==> config.mk <==
export PLATFORM = sky130hd
export DESIGN_NAME = evt_timer_top
export DESIGN_NICKNAME = d
export VERILOG_FILES = /design/src/rtl/evt_timer_pkg.sv /design/src/rtl/evt_ts_counter.sv /design/src/rtl/evt_down_timer.sv /design/src/rtl/evt_status.sv /design/src/rtl/evt_timer_top.sv
export SDC_FILE = /design/constraint.sdc
export NUM_CORES = 1
export LEC_CHECK = 0
export BUFFER_PORTS_ARGS = -buffer_cell sky130_fd_sc_hd__buf_2
export CORE_MARGIN = 4
export CORE_UTILIZATION = 35
export DETAILED_ROUTE_END_ITERATION = 7
export SLEW_MARGIN = 10
export SYNTH_ARGS = -nofsm -noshare
export SYNTH_HDL_FRONTEND = slang
export SYNTH_SLANG_ARGS = --single-unit
==> constraint.sdc <==
create_clock -name clk -period 3 [get_ports clk]
set_clock_uncertainty 0.1 [all_clocks]
set_input_delay 0.6 -clock clk [delete_from_list [all_inputs] [get_ports clk]]
set_output_delay 0.6 -clock clk [all_outputs]
set_load 0.01 [all_outputs]
==> src/rtl/evt_timer_pkg.sv <==
package evt_timer_pkg;
  typedef enum logic [1:0] {
    A_STAMP  = 2'd0,
    A_RELOAD = 2'd1,
    A_COUNT  = 2'd2,
    A_STATUS = 2'd3
  } reg_addr_e;

  localparam int OPT_W       = 2;
  localparam int EN_BIT      = 0;
  localparam int ONESHOT_BIT = 1;
  localparam int PEND_BIT    = 0;
endpackage

==> src/rtl/evt_ts_counter.sv <==
module evt_ts_counter #(
  parameter int W = 32
) (
  input  logic         clk,
  input  logic         rst,
  input  logic         clr,
  output logic [W-1:0] value
);
  always_ff @(posedge clk) begin
    if (rst || clr) value <= '0;
    else            value <= value + 1'b1;
  end
endmodule

==> src/rtl/evt_down_timer.sv <==
module evt_down_timer
  import evt_timer_pkg::*;
#(
  parameter int W = 32
) (
  input  logic         clk,
  input  logic         rst,
  input  logic         load,
  input  logic [W-1:0] load_word,
  output logic [W-1:0] reload_q,
  output logic [W-1:0] count_q,
  output logic         expire
);
  localparam logic [W-1:0] CNT_MASK = {{(W-OPT_W){1'b1}}, {OPT_W{1'b0}}};
  localparam logic [W-1:0] ONE      = {{(W-1){1'b0}}, 1'b1};

  logic enabled, oneshot;
  assign enabled = reload_q[EN_BIT];
  assign oneshot = reload_q[ONESHOT_BIT];

  // event when a running count leaves 1; a fresh load overrides it
  assign expire = enabled && (count_q == ONE) && !load;

  always_ff @(posedge clk) begin
    if (rst) begin
      reload_q <= '0;
      count_q  <= '0;
    end else if (load) begin
      reload_q <= load_word;
      count_q  <= load_word & CNT_MASK;
    end else if (expire) begin
      count_q  <= oneshot ? '0 : (reload_q & CNT_MASK);
    end else if (enabled && count_q != '0) begin
      count_q  <= count_q - 1'b1;
    end
  end
endmodule

==> src/rtl/evt_status.sv <==
module evt_status (
  input  logic clk,
  input  logic rst,
  input  logic set,
  input  logic clr,
  output logic pend_q
);
  // a new event outranks a clear in the same cycle
  always_ff @(posedge clk) begin
    if (rst)      pend_q <= 1'b0;
    else if (set) pend_q <= 1'b1;
    else if (clr) pend_q <= 1'b0;
  end
endmodule

==> src/rtl/evt_timer_top.sv <==
module evt_timer_top
  import evt_timer_pkg::*;
#(
  parameter int CNT_W = 32
) (
  input  logic             clk,
  input  logic             rst,
  input  logic             reg_wr,
  input  logic             reg_rd,
  input  logic [1:0]       reg_addr,
  input  logic [CNT_W-1:0] reg_wdata,
  output logic [CNT_W-1:0] reg_rdata,
  output logic             irq
);
  logic [CNT_W-1:0] ts_val, reload_val, count_val;
  logic             expire, pend;
  logic             wr_stamp, wr_reload, wr_clear;

  assign wr_stamp  = reg_wr && (reg_addr == A_STAMP);
  assign wr_reload = reg_wr && (reg_addr == A_RELOAD);
  assign wr_clear  = reg_wr && (reg_addr == A_STATUS) && reg_wdata[PEND_BIT];

  evt_ts_counter #(.W(CNT_W)) u_ts (
    .clk(clk), .rst(rst), .clr(wr_stamp), .value(ts_val)
  );

  evt_down_timer #(.W(CNT_W)) u_evt (
    .clk(clk), .rst(rst), .load(wr_reload), .load_word(reg_wdata),
    .reload_q(reload_val), .count_q(count_val), .expire(expire)
  );

  evt_status u_stat (
    .clk(clk), .rst(rst), .set(expire), .clr(wr_clear), .pend_q(pend)
  );

  assign irq = pend;

  always_ff @(posedge clk) begin
    if (rst) begin
      reg_rdata <= '0;
    end else if (reg_rd) begin
      case (reg_addr)
        A_STAMP:  reg_rdata <= ts_val;
        A_RELOAD: reg_rdata <= reload_val;
        A_COUNT:  reg_rdata <= count_val;
        default:  reg_rdata <= {{(CNT_W-1){1'b0}}, pend};
      endcase
    end
  end
endmodule

==> impl_metrics.env <==
export IMPL_setup_viol=0
export IMPL_cpLargestDelayFamily="simple AND/OR/NAND/NOR gates"
export IMPL_fmax_ghz=0.360
export IMPL_insertedDiodeCount=0
export IMPL_syn_avg_cell_area_um2=7.97
export IMPL_worstSetupEndpointType="flip-flop"
export IMPL_ios=71
export IMPL_drive_gt1_frac=0.167
export IMPL_post_route_period_util=0.926
export IMPL_portBuffers=70
export IMPL_viasPerCell=5.55
export IMPL_core_rowCount=49
export IMPL_grt_start_max_net_pins=50
export IMPL_clockBufferDepth=2
export IMPL_cp_arrival_ns=3.02
export IMPL_drt_iter0_drc=565
export IMPL_pwr_share_clk=0.401
export IMPL_drv_cap=0
export IMPL_cts_resized=0
export IMPL_grt_pass1_wl_um=31100
export IMPL_finalNonFillerCells=1104
export IMPL_ir_drop_uv=373
export IMPL_yosys_warnings=0
export IMPL_synthArstFlopShare=0
export IMPL_root_buffer="clkbuf_16"
export IMPL_worstHoldPathCells=3
export IMPL_maxSlewViolCount=0
export IMPL_synth_nets=845
export IMPL_cts_sinks=129
export IMPL_switchingPower_mw=1.33
export IMPL_clkTransAtPathRegs_ns=0.06
export IMPL_multi_input_area_mm2=0.00357
export IMPL_p_comb_frac=0.194
export IMPL_overflow=0
export IMPL_outcome="complete, no violations"
export IMPL_cp_slowest_cell="or4_4"
export IMPL_ff_latch_area_mm2=0.00258
export IMPL_power_density_mw_per_mm2=606
export IMPL_drt_total_wl_um=19300
export IMPL_synth_cell_type_count=64
export IMPL_yosysTopAreaCellShare=0.403
export IMPL_die_x_um=143
export IMPL_synth_flop_cell="dfxtp_1"
export IMPL_path_cells="or4_4, or4_4, o31ai_4, nand2b_1, buf_4, o21ai_0, a211oi_1"
export IMPL_path_buf_inv=1
export IMPL_synthTopCellsByArea="dfxtp_1 (40%), a21oi_1 (7.3%), nor2_1 (6.9%)"
export IMPL_dp_hpwl_um=13600
export IMPL_synth_area_mm2=0.00641
export IMPL_cts_hold_buf=0
export IMPL_tns_ns=0
export IMPL_dp_cells=1074
export IMPL_leakage_nw=2.91
export IMPL_cpPeakStageDelay_ns=0.59
export IMPL_first_global_vias=5767
export IMPL_synth_top_area_cell="dfxtp_1"
export IMPL_postSynthCellCount=804
export IMPL_critPathMostFrequentCell="or4_4"
export IMPL_worstMarginPinSlew_ns=0.776
export IMPL_netlist_top_cells_count="dfxtp_1 (129), nor2_1 (117), nand2_1 (97)"
export IMPL_p_int_mw=3.27
export IMPL_synth_edf_count=0
export IMPL_cts_tree="yes"
export IMPL_cp_num_cells=7
export IMPL_nNetsFinal=905
export IMPL_numCtsBuffers=17
export IMPL_post_route_min_period_ns=2.78
export IMPL_fillCellCount=1816
export IMPL_worstPathRequired_ns=3.24
export IMPL_area_growth_pct=18.4
export IMPL_drt_drc_violations_left=0
export IMPL_rsz0062_at_grt="no"
export IMPL_slew_headroom=0.481
export IMPL_hold_class="input pin to flip-flop"
export IMPL_timing_final_hold_violations=0
export IMPL_ff2ff_path_depth=7
export IMPL_core_mm2=0.0180
export IMPL_ys_seq_elements=129
export IMPL_dieArea_mm2=0.0205
export IMPL_track_usage=0.191
export IMPL_post_drt_wl_per_cell_um=17.5
export IMPL_pwr_share_seq=0.405
export IMPL_htree_levels=4
export IMPL_num_vias=6129
export IMPL_insertion_delay_ns=0.42
export IMPL_antenna_found_initial=0
export IMPL_place_congestion=0.918
export IMPL_start_util=0.357
export IMPL_switching_share=0.289
export IMPL_path_class="flip-flop to flip-flop"
export IMPL_path_max_fanout=8
export IMPL_start_kind="flip-flop"
export IMPL_cts_setup_buffers=0
export IMPL_die_y_um=143
export IMPL_first_pass_iters=5
export IMPL_ys_seq_area_frac=0.403
export IMPL_yosysMostFrequentCell="dfxtp_1"
export IMPL_finish_utilization=0.423
export IMPL_detail_route_antenna_nets=0
registers in the layout (all words and copies together), names as in the netlist:
name,count
u_evt.count_q,32
u_evt.reload_q,32
u_stat.pend_q,1
u_ts.value,32
reg_rdata,32
stage by stage:
stage               hold WS [ns]  total power [mW]  setup slack (ns)  instance area [um2]
floorplan                  0.339              2.49             0.385                 6410
global placement           0.354              2.77             0.294                 7070
detailed placement         0.362              2.77             0.230                 7070
CTS                        0.309              4.62             0.222                 7590
global route               0.328              4.82            0.0625                 7590
finish                     0.322              4.60             0.221                 7590
final timing paths:
kind                            from                 end  slack [ns]
setup reg to reg    u_evt.count_q[9]   u_evt.count_q[21]        0.22
hold / removal          reg_wdata[1]   u_evt.reload_q[1]        0.32
setup / recovery    u_evt.count_q[9]   u_evt.count_q[21]        0.22
hold reg to reg   u_evt.reload_q[20]  u_evt.reload_q[20]        0.37
layout by cell type (no fill, tap or decap), types with 5 or more instances in the layout:
cell,count
or3_1,16
nand3_1,21
clkinv_2,7
a211oi_1,34
nand4b_1,5
xor2_1,17
a31oi_1,5
a21oi_1,93
dfxtp_1,129
nand4_1,12
nand3b_1,6
o22ai_1,6
or2_2,7
mux2i_1,32
nor3_1,21
and3_1,7
nor4_1,6
a22o_1,7
buf_4,26
nand2_1,97
clkbuf_16,17
a21boi_0,10
o21ai_0,22
nor2_1,117
inv_1,8
buf_2,70
power groups by stage:
stage / Combinational [mW] / Clock, mW / Sequential, mW
after CTS: 0.883 / 1.88 / 1.86
after floorplan: 0.599 / 0 / 1.89
after global placement: 0.877 / 0 / 1.90
after global routing: 0.987 / 1.96 / 1.87
final: 0.894 / 1.85 / 1.86
after detailed placement: 0.877 / 0 / 1.90
cell type report:
class,count,area share
repair buffers,99,0.0797
multi-input cells,609,0.470
clock inverters,7,0.00461
well taps,229,0.0377
flip-flops and latches,129,0.340
inverters,8,0.00395
clock buffers,23,0.0643
metal layers:
| metal | global-route usage | up-vias | wire (um) | share of wire |
|---|---|---|---|---|
| met3 | 0.0403 | 30 | 1290 | 0.067 |
| met5 | 0 | - | 0 | 0 |
| met2 | 0.286 | 202 | 8450 | 0.44 |
| li1 | - | 3009 | - | - |
| met4 | 0.0719 | 0 | 398 | 0.021 |
| met1 | 0.271 | 2888 | 9180 | 0.48 |
tightest hold or removal path: stages:
cell and delay, ns:
buf_2 0.10, nand2_1 0.05, a21oi_1 0.05
cells by family (layout without fill, tap and decap cells):
| group | Yosys count | after routing | synth area share |
|---|---|---|---|
| adders and majority gates | 3 | 3 | 0.00586 |
| buffers and inverters | 66 | 137 | 0.0416 |
| AOI/OAI and AO/OA | 216 | 216 | 0.219 |
| muxes | 34 | 34 | 0.0552 |
| and+or+nand+nor | 335 | 335 | 0.246 |
| DFF | 129 | 129 | 0.403 |
| xor gates and xnor gates | 21 | 21 | 0.0287 |
(Power assumes the default switching activity.)
